===== config.mk =====
export PLATFORM = sky130hd
export DESIGN_NAME = irq_dual_route
export DESIGN_NICKNAME = d
export VERILOG_FILES = /design/src/rtl/irq_pkg.sv /design/src/rtl/irq_bus_decode.sv /design/src/rtl/irq_status_bank.sv /design/src/rtl/irq_line_steer.sv /design/src/rtl/irq_dual_route.sv
export SDC_FILE = /design/constraint.sdc
export NUM_CORES = 1
export LEC_CHECK = 0
export BUFFER_PORTS_ARGS = -buffer_cell sky130_fd_sc_hd__buf_2
export CORE_UTILIZATION = 46
export CTS_CLUSTER_SIZE = 24
export DETAILED_ROUTE_END_ITERATION = 16
export GPL_ROUTABILITY_DRIVEN = 0
export HOLD_SLACK_MARGIN = 0.05
export PLACE_DENSITY = 0.75
export REMOVE_ABC_BUFFERS = 1
export SLEW_MARGIN = 40
export SYNTH_ARGS = -nofsm -noshare
export SYNTH_HDL_FRONTEND = slang
export SYNTH_SLANG_ARGS = --single-unit

===== constraint.sdc =====
create_clock -name clk -period 3.1 [get_ports clk]
set_clock_uncertainty 0.1 [all_clocks]
set_input_delay 0.31 -clock clk [delete_from_list [all_inputs] [get_ports clk]]
set_output_delay 0.31 -clock clk [all_outputs]
set_load 0.005 [all_outputs]

===== src/rtl/irq_pkg.sv =====
package irq_pkg;

    // Word addresses of the registers (byte offsets 0x20..0x2C)
    localparam int unsigned WORD_PEND  = 8;
    localparam int unsigned WORD_MASK  = 9;
    localparam int unsigned WORD_FORCE = 10;
    localparam int unsigned WORD_STEER = 11;

    typedef struct packed {
        logic pend;
        logic mask;
        logic force_set;
        logic steer;
    } reg_hit_t;

endpackage


===== src/rtl/irq_bus_decode.sv =====
module irq_bus_decode
    import irq_pkg::*;
#(
    parameter int unsigned ADDR_W = 6
) (
    input  logic [ADDR_W-1:0] addr,
    output reg_hit_t          hit,
    output logic              hit_any
);

    always_comb begin
        hit.pend      = (addr == ADDR_W'(WORD_PEND));
        hit.mask      = (addr == ADDR_W'(WORD_MASK));
        hit.force_set = (addr == ADDR_W'(WORD_FORCE));
        hit.steer     = (addr == ADDR_W'(WORD_STEER));
        hit_any       = hit.pend | hit.mask | hit.force_set | hit.steer;
    end

endmodule


===== src/rtl/irq_status_bank.sv =====
module irq_status_bank #(
    parameter int unsigned NUM_SRC = 32
) (
    input  logic               clk,
    input  logic               rst_n,
    input  logic [NUM_SRC-1:0] evt,
    input  logic               clr_we,
    input  logic               set_we,
    input  logic [NUM_SRC-1:0] wbits,
    output logic [NUM_SRC-1:0] pend_q
);

    typedef struct packed {
        logic [NUM_SRC-1:0] pend;
    } state_t;

    state_t st_d, st_q;
    logic [NUM_SRC-1:0] clr_v, set_v, bit_d;

    assign clr_v = clr_we ? wbits : '0;
    assign set_v = set_we ? wbits : '0;

    // Per-bit next value: event and forced set win over clear
    for (genvar g = 0; g < NUM_SRC; g++) begin : g_bit
        assign bit_d[g] = evt[g] | set_v[g] | (st_q.pend[g] & ~clr_v[g]);
    end

    always_comb begin
        st_d      = st_q;
        st_d.pend = bit_d;
    end

    always_ff @(posedge clk or negedge rst_n) begin
        if (!rst_n) st_q <= '0;
        else        st_q <= st_d;
    end

    assign pend_q = st_q.pend;

    assert_evt_sticks_R2: assert property (@(posedge clk) disable iff (!rst_n)
        (|evt) |=> ((pend_q & $past(evt)) == $past(evt)));

    assert_w1c_clears_R3: assert property (@(posedge clk) disable iff (!rst_n)
        clr_we |=> ((pend_q & $past(wbits & ~evt & ~set_v)) == '0));

    assert_quiet_hold_R3: assert property (@(posedge clk) disable iff (!rst_n)
        (!clr_we && !set_we && evt == '0) |=> $stable(pend_q));

    assert_event_beats_clear_R4: assert property (@(posedge clk) disable iff (!rst_n)
        (clr_we && |(evt & wbits)) |=> ((pend_q & $past(evt)) == $past(evt)));

    assert_force_sets_R5: assert property (@(posedge clk) disable iff (!rst_n)
        set_we |=> ((pend_q & $past(wbits)) == $past(wbits)));

endmodule


===== src/rtl/irq_line_steer.sv =====
module irq_line_steer #(
    parameter int unsigned NUM_SRC = 32
) (
    input  logic               clk,
    input  logic               rst_n,
    input  logic [NUM_SRC-1:0] pend,
    input  logic [NUM_SRC-1:0] mask,
    input  logic [NUM_SRC-1:0] steer,
    output logic               irq_norm_q,
    output logic               irq_fast_q
);

    typedef struct packed {
        logic norm;
        logic fast;
    } line_t;

    line_t ln_d, ln_q;
    logic [NUM_SRC-1:0] live;

    assign live = pend & mask;

    always_comb begin
        ln_d      = ln_q;
        ln_d.norm = |(live & ~steer);
        ln_d.fast = |(live & steer);
    end

    always_ff @(posedge clk or negedge rst_n) begin
        if (!rst_n) ln_q <= '0;
        else        ln_q <= ln_d;
    end

    assign irq_norm_q = ln_q.norm;
    assign irq_fast_q = ln_q.fast;

    assert_norm_follows_R7: assert property (@(posedge clk) disable iff (!rst_n)
        1'b1 |=> (irq_norm_q == $past(|(pend & mask & ~steer))));

    assert_fast_follows_R8: assert property (@(posedge clk) disable iff (!rst_n)
        1'b1 |=> (irq_fast_q == $past(|(pend & mask & steer))));

    assert_masked_silent_R7: assert property (@(posedge clk) disable iff (!rst_n)
        ((pend & mask) == '0) |=> (!irq_norm_q && !irq_fast_q));

endmodule


===== src/rtl/irq_dual_route.sv =====
module irq_dual_route
    import irq_pkg::*;
#(
    parameter int unsigned NUM_SRC = 32,
    parameter int unsigned DATA_W  = 32,
    parameter int unsigned ADDR_W  = 6
) (
    input  logic               clk,
    input  logic               rst_n,
    input  logic [NUM_SRC-1:0] evt_i,
    input  logic               wr_en,
    input  logic               rd_en,
    input  logic [ADDR_W-1:0]  addr,
    input  logic [DATA_W-1:0]  wdata,
    output logic [DATA_W-1:0]  rdata,
    output logic               irq_norm,
    output logic               irq_fast
);

    typedef struct packed {
        logic [NUM_SRC-1:0] mask;
        logic [NUM_SRC-1:0] steer;
        logic [DATA_W-1:0]  rd;
    } state_t;

    state_t st_d, st_q;
    reg_hit_t hit;
    logic hit_any;
    logic [NUM_SRC-1:0] pend_q, wbits;
    logic [DATA_W-1:0]  rd_mux;

    assign wbits = wdata[NUM_SRC-1:0];

    irq_bus_decode #(.ADDR_W(ADDR_W)) u_dec (
        .addr    (addr),
        .hit     (hit),
        .hit_any (hit_any)
    );

    irq_status_bank #(.NUM_SRC(NUM_SRC)) u_bank (
        .clk    (clk),
        .rst_n  (rst_n),
        .evt    (evt_i),
        .clr_we (wr_en & hit.pend),
        .set_we (wr_en & hit.force_set),
        .wbits  (wbits),
        .pend_q (pend_q)
    );

    irq_line_steer #(.NUM_SRC(NUM_SRC)) u_steer (
        .clk        (clk),
        .rst_n      (rst_n),
        .pend       (pend_q),
        .mask       (st_q.mask),
        .steer      (st_q.steer),
        .irq_norm_q (irq_norm),
        .irq_fast_q (irq_fast)
    );

    always_comb begin
        rd_mux = '0;
        if (hit.pend || hit.force_set) rd_mux = DATA_W'(pend_q);
        else if (hit.mask)             rd_mux = DATA_W'(st_q.mask);
        else if (hit.steer)            rd_mux = DATA_W'(st_q.steer);
    end

    always_comb begin
        st_d = st_q;
        if (wr_en && hit.mask)  st_d.mask  = wbits;
        if (wr_en && hit.steer) st_d.steer = wbits;
        if (rd_en)              st_d.rd    = rd_mux;
    end

    always_ff @(posedge clk or negedge rst_n) begin
        if (!rst_n) st_q <= '0;
        else        st_q <= st_d;
    end

    assign rdata = st_q.rd;

    assert_force_reads_pend_R6: assert property (@(posedge clk) disable iff (!rst_n)
        (rd_en && addr == ADDR_W'(WORD_FORCE)) |=> (rdata == DATA_W'($past(pend_q))));

    assert_unmapped_zero_R10: assert property (@(posedge clk) disable iff (!rst_n)
        (rd_en && !hit_any) |=> (rdata == '0));

    assert_unmapped_write_R10: assert property (@(posedge clk) disable iff (!rst_n)
        (wr_en && !hit_any) |=> ($stable(st_q.mask) && $stable(st_q.steer)));

    assert_rdata_hold_R11: assert property (@(posedge clk) disable iff (!rst_n)
        !rd_en |=> $stable(rdata));

endmodule


==> results.cfg <==
[cts]
numCtsBuffers = 17
clock_latency_ps = 420
postCtsSetupBuffers = 0
cts_root_buffer = clkbuf_16
cts_sinks = 130
cts_max_level = 4
cts_tree = built
cts_buffer_depth = 2
clkTransAtPathRegs_ps = 60

[floorplanning]
dieArea_mm2 = 0.0150
dieWidth_um = 123
core-area_mm2 = 0.0140
start_util = 0.476
dieHeight_um = 123
rows = 43
ios = 108

[synthesis]
yosysUniqueCellTypes = 27
synthTopCellsByCount = dfrtp_1, nand2_1, mux2_4
synth_edf_count = 0
syn_inst = 585
syn_area_mm2 = 0.00669
yosysMostFrequentCell = dfrtp_1
synth_top_area_frac = 0.487
yosys-top-cells-area = dfrtp_1, mux2_4, a311o_1
async_flop_share = 1.00
ys_seq_area_frac = 0.487
synth_area_leader_cell = dfrtp_1
synth_seq_cells = 130
syn_avg_cell_area_um2 = 11.4
yosys_most_used_dff = dfrtp_1
yosysWarnings = 0

[sta]
rsz0062_at_grt = false
setup_viol = 0
hold_violations = 0
finalSetupTns_ps = 0
fmax_mhz = 520
slew_headroom = 0.517
slew_violations = 0
timing.final.crit_share = 0.620
tightest_slew_ps = 725
layout_min_cycle_time_ps = 1920

[run_status]
status = completed

[route]
dr.max_layer_used = met4
wirelength_met1_um = 7010
routedWlPerCell_um = 18.4
drt_iter0_drc = 386
drt-total-wl_um = 16300
post_drt_via_cell_ratio = 5.71
first_pass_iters = 6
ant_nets = 0
route.met2.wl_um = 8000
via_count = 5037
drc_errors = 0
dr_wl_met3_um = 890

[run]
max_cap_viol_count = 0

[setup_path]
critPathMaxFanout = 32
crit_slowest_cell = nand3_4
critPathKind = in -> reg
worstPathArrival_ps = 2120
cpPeakStageDelay_ps = 550
worstPathCellList = buf_2, nor4b_2, and2_2, nand3_4, mux2_4
cp_data_required_time_ps = 3290
cp-end-kind = register
startpoint_type = input pin

[grt]
grt_pass1_wl_um = 25800
grt_usage = 0.230
antenna_found_initial = 2
grt_max_degree = 55
gr-total-overflow = 0
grt_pass1_vias = 4991

[power_and_ir_drop]
leakagePower_uw = 0.00387
finalPower_uw = 4890
vdd_ir_drop_max_mv = 0.400
p_per_area_mw_per_mm2 = 603

[layout]
fin_util = 0.578
area_delta_synth_final_pct = 21.4
fin_cells = 882
fillers = 1153
nNetsFinal = 761
drive_above_1_share = 0.307

[placed_design]
dp.cells = 815
io_buffers = 107
post-dp-hpwl_um = 10600

[hold_path]
worst_hold_path_type = in -> reg
-- repair_timing --
action,in CTS,in global routing
endpoints found under the hold margin,83,0
hold buffers,33,0
resized for setup,0,0
-- worst paths after layout --
path,slack (ps),depth (start not counted),endpoint,startpoint
min in group asynchronous,400,2,u_bank.pend_q[31],rst_n
setup reg to reg,1550,4,u_steer.irq_norm_q,u_bank.pend_q[28]
hold reg to reg,420,2,rdata[4],rdata[4]
setup / recovery,1180,5,st_q[36],addr[2]
hold / removal,60,2,st_q[93],wdata[29]
max in group asynchronous,1740,3,st_q[84],rst_n
-- area by class of cell --
| cell class | instances | area [µm²] | share of cell area |
|---|---|---|---|
| antenna | 2 | 5.00 | 0.000616 |
| clock buffer | 22 | 474 | 0.0584 |
| clock inverter | 10 | 203 | 0.0250 |
| inverter | 32 | 120 | 0.0148 |
| multi-input combinational | 357 | 2870 | 0.353 |
| sequential | 130 | 3250 | 0.401 |
| tap | 180 | 225 | 0.0277 |
| timing repair buffer | 149 | 973 | 0.120 |
-- placed cells by master, fill, tap and decap left out, types with 2 or more instances in the layout --
master | synthesis | final
dfrtp_1 | 130 | 130
buf_2 | 7 | 106
nand2_1 | 63 | 63
mux2_4 | 60 | 60
o22ai_1 | 46 | 46
dlygate4sd3_1 | 0 | 33
a311o_1 | 32 | 32
nand3_1 | 32 | 32
inv_1 | 32 | 32
mux2i_1 | 32 | 32
o21ai_0 | 32 | 32
a21boi_1 | 28 | 28
clkbuf_16 | 0 | 17
nand4_1 | 9 | 9
buf_4 | 33 | 7
bufinv_16 | 0 | 6
nor4_1 | 5 | 5
a21boi_0 | 4 | 4
mux2_2 | 4 | 4
nand3b_1 | 3 | 3
clkinv_2 | 0 | 3
clkbuf_8 | 0 | 3
buf_12 | 0 | 3
diode_2 | 0 | 2
clkbuf_1 | 14 | 2
-- state kept, by name (all words and copies together), names as in the netlist --
signal	flops
rdata	32
u_bank.pend_q	32
u_steer.irq_norm_q	1
u_steer.irq_fast_q	1
st_q	64
-- power by group --
group	total, µW	leakage (µW)	switching, µW	internal (µW)
Combinational	624	0.00195	284	340
Sequential	1970	0.00160	141	1830
Clock	2300	0.000330	731	1570
-- cells by family (layout without fill, tap and decap cells) --
logic type / count (synthesis) / in the layout / share of synthesized area
AOI/OAI and AO/OA: 143 / 143 / 0.152
and+or+nand+nor: 118 / 118 / 0.0868
other: 0 / 2 / 0
muxes: 96 / 96 / 0.189
DFF: 130 / 130 / 0.487
buffers and inverters: 98 / 213 / 0.0850
-- critical path: cells and delay by family --
family                 cells  cell delay (ps)
multiplexers               1              520
AND/OR/NAND/NOR            3             1170
buffers and inverters      1              100
-- through the flow --
step | setup slack, ps | cell area, µm² | hold slack, ps
3_3_place_gp | 791 | 7110 | 301
6_report | 1180 | 8120 | 64.2
3_5_place_dp | 737 | 7110 | 318
4_1_cts | 1180 | 8110 | 57.2
2_1_floorplan | 491 | 6240 | -85.6
5_1_grt | 1090 | 8120 | 70.3
-- metal layers --
| metal | GRT usage | vias up |
|---|---|---|
| met1 | 0.286 | 2506 |
| met5 | 0 | - |
| li1 | - | 2327 |
| met2 | 0.383 | 173 |
| met4 | 0.0953 | 0 |
| met3 | 0.0534 | 31 |
(Power assumes the default switching activity.)
